`src/rtl/sbrg_pkg.sv`:
```
package sbrg_pkg;

  typedef enum logic {
    MODE_SPI = 1'b0,
    MODE_I2C = 1'b1
  } sbrg_mode_e;

  // Number of system clocks between two serial clock edges.
  function automatic int unsigned half_period_clks(input int unsigned div,
                                                    input int unsigned rld);
    return div * (rld + 1);
  endfunction

  // Whether a divisor may start the generator in the given mode.
  function automatic logic reload_allowed(input sbrg_mode_e  m,
                                          input int unsigned rld,
                                          input int unsigned min_i2c);
    return (m != MODE_I2C) || (rld >= min_i2c);
  endfunction

endpackage

```
`src/rtl/sbrg_ctrl.sv`:
```
module sbrg_ctrl
  import sbrg_pkg::*;
#(
  parameter int unsigned RW      = 8,
  parameter int unsigned MIN_I2C = 3
) (
  input  logic          clk,
  input  logic          rst_n,
  input  logic [RW-1:0] reload_i,
  input  logic          buf_wr_i,
  input  logic          op_done_i,
  input  sbrg_mode_e    mode_i,
  output logic          run_o,
  output logic          active_o,
  output logic          start_o,
  output logic          err_o,
  output logic [RW-1:0] rld_o
);

  logic          run_q;
  logic          err_q;
  logic [RW-1:0] rld_q;
  logic          valid;
  logic          req;
  logic          reject;

  assign valid    = reload_allowed(mode_i, 32'(reload_i), MIN_I2C);
  assign req      = buf_wr_i && !run_q && !op_done_i;
  assign start_o  = req && valid;
  assign reject   = req && !valid;
  assign active_o = run_q && !op_done_i;
  assign run_o    = run_q;
  assign err_o    = err_q;
  assign rld_o    = rld_q;

  always_ff @(posedge clk or negedge rst_n) begin
    if (!rst_n) begin
      run_q <= 1'b0;
      err_q <= 1'b0;
      rld_q <= '0;
    end else begin
      if (op_done_i)    run_q <= 1'b0;
      else if (start_o) run_q <= 1'b1;
      if (start_o)      rld_q <= reload_i;
      if (reject)       err_q <= 1'b1;
    end
  end

  // the error flag never clears without reset
  a_r7_err_sticky: assert property (@(posedge clk) disable iff (!rst_n)
    err_q |=> err_q);

  // a refused divisor leaves the generator idle
  a_r6_reject_stays_idle: assert property (@(posedge clk) disable iff (!rst_n)
    reject |=> !run_q);

  // the sampled divisor is frozen while running
  a_r9_reload_frozen: assert property (@(posedge clk) disable iff (!rst_n)
    run_q |=> $stable(rld_q));

  // a done strobe always leaves the block idle
  a_r11_done_wins: assert property (@(posedge clk) disable iff (!rst_n)
    op_done_i |=> !run_q);

endmodule

```
`src/rtl/sbrg_prescale.sv`:
```
module sbrg_prescale #(
  parameter int unsigned DIV = 2
) (
  input  logic clk,
  input  logic rst_n,
  input  logic start_i,
  input  logic active_i,
  output logic en_o
);

  generate
    if (DIV <= 1) begin : g_nodiv
      assign en_o = active_i;
    end else begin : g_div
      localparam int unsigned PW   = $clog2(DIV);
      localparam logic [PW-1:0] LAST = PW'(DIV - 1);
      logic [PW-1:0] pc_q;

      always_ff @(posedge clk or negedge rst_n) begin
        if (!rst_n)        pc_q <= '0;
        else if (start_i)  pc_q <= '0;
        else if (active_i) pc_q <= (pc_q == LAST) ? '0 : PW'(pc_q + 1'b1);
      end

      assign en_o = active_i && (pc_q == LAST);

      // enables never come on back-to-back cycles
      a_r2_en_spaced: assert property (@(posedge clk) disable iff (!rst_n)
        en_o |=> !en_o);
    end
  endgenerate

endmodule

```
`src/rtl/sbrg_downcnt.sv`:
```
module sbrg_downcnt #(
  parameter int unsigned RW = 8
) (
  input  logic          clk,
  input  logic          rst_n,
  input  logic          start_i,
  input  logic          en_i,
  input  logic [RW-1:0] load_i,
  input  logic [RW-1:0] rld_i,
  output logic          rollover_o
);

  logic [RW-1:0] cnt_q;

  assign rollover_o = en_i && (cnt_q == '0);

  always_ff @(posedge clk or negedge rst_n) begin
    if (!rst_n)          cnt_q <= '0;
    else if (start_i)    cnt_q <= load_i;
    else if (rollover_o) cnt_q <= rld_i;
    else if (en_i)       cnt_q <= cnt_q - 1'b1;
  end

  // the count never exceeds the sampled divisor
  a_r2_cnt_bounded: assert property (@(posedge clk) disable iff (!rst_n)
    cnt_q <= rld_i);

endmodule

```
`src/rtl/sbrg_clkout.sv`:
```
module sbrg_clkout #(
  parameter logic SCL_IDLE = 1'b1
) (
  input  logic clk,
  input  logic rst_n,
  input  logic rollover_i,
  output logic scl_o,
  output logic tick_o
);

  logic scl_q;
  logic tick_q;

  always_ff @(posedge clk or negedge rst_n) begin
    if (!rst_n) begin
      scl_q  <= SCL_IDLE;
      tick_q <= 1'b0;
    end else begin
      tick_q <= rollover_i;
      if (rollover_i) scl_q <= ~scl_q;
    end
  end

  assign scl_o  = scl_q;
  assign tick_o = tick_q;

  // a tick only in the cycle right after a level change
  a_r4_tick_marks_edge: assert property (@(posedge clk) disable iff (!rst_n)
    tick_q |-> (scl_q != $past(scl_q)));

  // every level change carries a tick
  a_r4_edge_has_tick: assert property (@(posedge clk) disable iff (!rst_n)
    (scl_q != $past(scl_q)) |-> tick_q);

endmodule

```
`src/rtl/sbrg_top.sv`:
```
module sbrg_top
  import sbrg_pkg::*;
#(
  parameter int unsigned RW       = 8,
  parameter int unsigned DIV      = 2,
  parameter int unsigned MIN_I2C  = 3,
  parameter logic        SCL_IDLE = 1'b1
) (
  input  logic          clk,
  input  logic          rst_n,
  input  logic [RW-1:0] reload_i,
  input  logic          buf_wr_i,
  input  logic          op_done_i,
  input  logic          mode_i,
  output logic          scl_o,
  output logic          edge_tick_o,
  output logic          err_o
);

  logic          run;
  logic          active;
  logic          start;
  logic          en;
  logic          rollover;
  logic [RW-1:0] rld;

  sbrg_ctrl #(.RW(RW), .MIN_I2C(MIN_I2C)) u_ctrl (
    .clk      (clk),
    .rst_n    (rst_n),
    .reload_i (reload_i),
    .buf_wr_i (buf_wr_i),
    .op_done_i(op_done_i),
    .mode_i   (sbrg_mode_e'(mode_i)),
    .run_o    (run),
    .active_o (active),
    .start_o  (start),
    .err_o    (err_o),
    .rld_o    (rld)
  );

  sbrg_prescale #(.DIV(DIV)) u_pre (
    .clk     (clk),
    .rst_n   (rst_n),
    .start_i (start),
    .active_i(active),
    .en_o    (en)
  );

  sbrg_downcnt #(.RW(RW)) u_cnt (
    .clk       (clk),
    .rst_n     (rst_n),
    .start_i   (start),
    .en_i      (en),
    .load_i    (reload_i),
    .rld_i     (rld),
    .rollover_o(rollover)
  );

  sbrg_clkout #(.SCL_IDLE(SCL_IDLE)) u_out (
    .clk       (clk),
    .rst_n     (rst_n),
    .rollover_i(rollover),
    .scl_o     (scl_o),
    .tick_o    (edge_tick_o)
  );

  // while stopped the serial clock keeps its level
  a_r5_hold_when_idle: assert property (@(posedge clk) disable iff (!rst_n)
    !active |=> $stable(scl_o));

  // a rollover only happens while running
  a_r2_roll_needs_run: assert property (@(posedge clk) disable iff (!rst_n)
    rollover |-> run);

endmodule

```
`config.mk`:
```
export PLATFORM = sky130hd
export DESIGN_NAME = sbrg_top
export DESIGN_NICKNAME = d
export VERILOG_FILES = /design/src/rtl/sbrg_pkg.sv /design/src/rtl/sbrg_ctrl.sv /design/src/rtl/sbrg_prescale.sv /design/src/rtl/sbrg_downcnt.sv /design/src/rtl/sbrg_clkout.sv /design/src/rtl/sbrg_top.sv
export SDC_FILE = /design/constraint.sdc
export NUM_CORES = 1
export LEC_CHECK = 0
export ABC_AREA = 1
export BUFFER_PORTS_ARGS = -buffer_cell sky130_fd_sc_hd__buf_2
export CORE_ASPECT_RATIO = 2
export CORE_MARGIN = 2
export CORE_UTILIZATION = 40
export CTS_BUF_LIST = sky130_fd_sc_hd__clkbuf_4
export CTS_CLUSTER_DIAMETER = 80
export DETAILED_ROUTE_END_ITERATION = 6
export PLACE_DENSITY_LB_ADDON = 0.08
export SYNTH_ARGS = -nofsm -noshare
export SYNTH_HDL_FRONTEND = slang
export SYNTH_SLANG_ARGS = --single-unit
export TNS_END_PERCENT = 50
```
`constraint.sdc`:
```
create_clock -name clk -period 1.8 [get_ports clk]
set_input_delay 0.27 -clock clk [delete_from_list [all_inputs] [get_ports clk]]
set_output_delay 0.27 -clock clk [all_outputs]
set_load 0.02 [all_outputs]
```
==> flow_summary_export.csv <==
group,metric,value,unit
synthesis,synth.avg_cell_area,7.62,µm²
run_status,status,"finished, final reports clean",
clock_tree,htree_levels,1,
final_layout,syn_to_final_growth,12.0,%
routing,firstDrtPassIters,4,
timing,relSlewSlack,0.691,
floorplan,num_io_pins,16,
pwr,switching_share,0.399,
place,gp_congestion,0.852,
timing,whs,193,ps
routing,drcViolationCount,0,
critical_path,crit_path_end_kind,"flop",
synthesis,synth_enable_flop_cells,0,
global_route,grt_util_met1,0.198,
clock_tree,cts_tree,"built",
clock_tree,clk_latency,320,ps
clock_tree,cts_buffer_depth,2,
timing,min_period,1490,ps
synthesis,synth-seq-cells,21,
pwr,pwr-share-clk,0.165,
timing,rsz0062_at_grt,"false",
timing,max_freq,0.669,GHz
final_layout,diodes,0,
final_layout,final_cell_mix,"nand2_1, nor2_1, inv_1, dfrtp_1",
global_route,grt_usage,0.180,
critical_path,critPathArrivalTime,1700,ps
routing,drtIter0Drc,26,
critical_path,required,2010,ps
global_route,grt_overflow,0,
run,max_cap_viol_count,0,
routing,postRouteAntennaNets,0,
final_layout,final_common_cell,"nand2_1",
global_route,grt_first_pass_wirelength,4.77,mm
critical_path,rrSetupSlack,310,ps
global_route,met2_usage,0.321,
synthesis,synthArstFlopShare,1.00,
pwr,irDropWorstVdd,0.451,mV
floorplan,die_w,43.3,µm
pwr,power_density,1100,nW/µm²
synthesis,syn-instance-count,162,
place,hpwl,2.13,mm
clock_tree,cts_resized,0,
timing,tightest_slew,464,ps
global_route,use_met3,0.0239,
timing,final_hold_viol_count,0,
global_route,grt_max_degree,22,
place,io_buffers,15,
final_layout,nets,197,
pwr,p_leak,0.738,nW
clock_tree,clockRootBuffer,"clkbuf_4",
timing,slew_violations,0,
floorplan,chipHeight,82.6,µm
routing,via_per_inst,5.00,
timing,fin_setup_tns,0,ps
synthesis,synth_area,1230,µm²
clock_tree,cts_inserted_buffers,3,
pwr,combPwrFrac,0.372,
synthesis,synth.distinct_cells,28,
synthesis,ys_seq_area_frac,0.427,
min_path,hp-class,"input pin to flop",
critical_path,critical_path.max_fanout,9,
floorplan,initial_core_util,0.420,
routing,vias,1054,
synthesis,synth_top_flop_cell,"dfrtp_1",
floorplan,core,2940,µm²
timing,setup_viol,0,
global_route,grt-busiest-layer,"met2",
synthesis,synthesis.nets,177,
pwr,intPower,0.912,mW
routing,wirelength,2.61,mm
final_layout,drive_gt1_frac,0.204,
clock_tree,postCtsSetupBuffers,0,
timing,period_share,0.830,
synthesis,yosys_warnings,0,
clock_tree,clock-sinks,21,
pwr,seqPwrFrac,0.463,
global_route,grt_pass1_vias,1071,
global_route,antenna_found_initial,0,
pwr,p_sw,0.604,mW
critical_path,criticalPathCategory,"flop to flop",
timing,fin_worst_skew,5.33,ps
clock_tree,clkTransAtPathRegs,120,ps
critical_path,startpoint_type,"flop",
floorplan,num_rows,28,
routing,wl_per_cell,12.4,µm
floorplan,die-area,3570,µm²
repair_timing:
action | CTS | global route
hold buffers | 1 | 0
hold endpoints to repair | 20 | 0
setup endpoints to repair | 0 | 0
layout make-up:
cell class | count | area [µm²]
fillers | 311 | 1560
well taps | 30 | 37.5
clock buffers | 4 | 30.0
flip-flops and latches | 21 | 527
multi-input cells | 117 | 616
inverters | 23 | 87.6
repair buffers | 16 | 85.1
flip-flops by register name, indices dropped and copies added, names as in the netlist:
| name | cells |
|---|---|
| u_out.tick_o | 1 |
| u_ctrl.rld_o | 8 |
| u_ctrl.err_o | 1 |
| u_pre.g_div.pc_q | 1 |
| u_out.scl_o | 1 |
| u_cnt.cnt_q | 8 |
| u_ctrl.run_o | 1 |
final timing paths:
check | start | end | depth (start not counted)
setup reg to reg | u_cnt.cnt_q[0] | u_cnt.cnt_q[1] | 9
setup / recovery | u_cnt.cnt_q[0] | u_cnt.cnt_q[1] | 9
hold / removal | reload_i[3] | u_ctrl.rld_o[3] | 3
min in group asynchronous | rst_n | u_ctrl.rld_o[3] | 2
max in group asynchronous | rst_n | u_out.scl_o | 2
hold reg to reg | u_ctrl.err_o | u_ctrl.err_o | 1
cell usage after synthesis, types with 3 or more instances:
library cell / count / area (µm²)
nand2_1: 42 / 158
nor2_4: 3 / 33.8
dfrtp_1: 20 / 500
o21ai_0: 9 / 45.0
nand3_1: 15 / 75.1
inv_1: 20 / 75.1
nor2_1: 24 / 90.1
logic make-up (layout without fill, tap and decap cells):
group,count (synthesis),after routing,synth area share
buf+inv,24,43,0.0750
fa+ha+maj,2,2,0.0203
flops,21,21,0.427
xor+xnor,3,3,0.0213
compound gates,17,17,0.0892
simple gates,95,95,0.368
critical path, cell delays in order (launching register included):
cell      delay, ps
dfrtp_1         420
inv_1           120
ha_1            200
nand2_2          80
nor2_4          170
nand2_4         120
clkinv_2         70
nor2_1           40
o21ai_1         110
nand3_1          70
power groups by stage:
stage,clock (mW),combinational [mW],sequential (mW)
finish,0.250,0.563,0.702
global route,0.271,0.671,0.716
CTS,0.254,0.574,0.703
detailed placement,0,0.567,0.713
global placement,0,0.556,0.711
floorplan,0,0.442,0.688
per-layer routing:
metal	routed length (µm)	up-vias
met3	75	7
li1	-	548
met5	0	-
met1	1040	480
met2	1420	19
met4	76	0
through the flow:
stage                      util  setup WS [ps]  instance area, µm²  instances  power, mW
after floorplan               -            505                1230        162       1.13
final                     0.470            306                1380        211       1.52
after global placement    0.456            349                1340        206       1.27
after CTS                 0.470            284                1380        211       1.53
after detailed placement  0.456            300                1340        206       1.28
after global routing      0.470            174                1380        211       1.66
No activity file was read; power rests on OpenSTA's default activity.
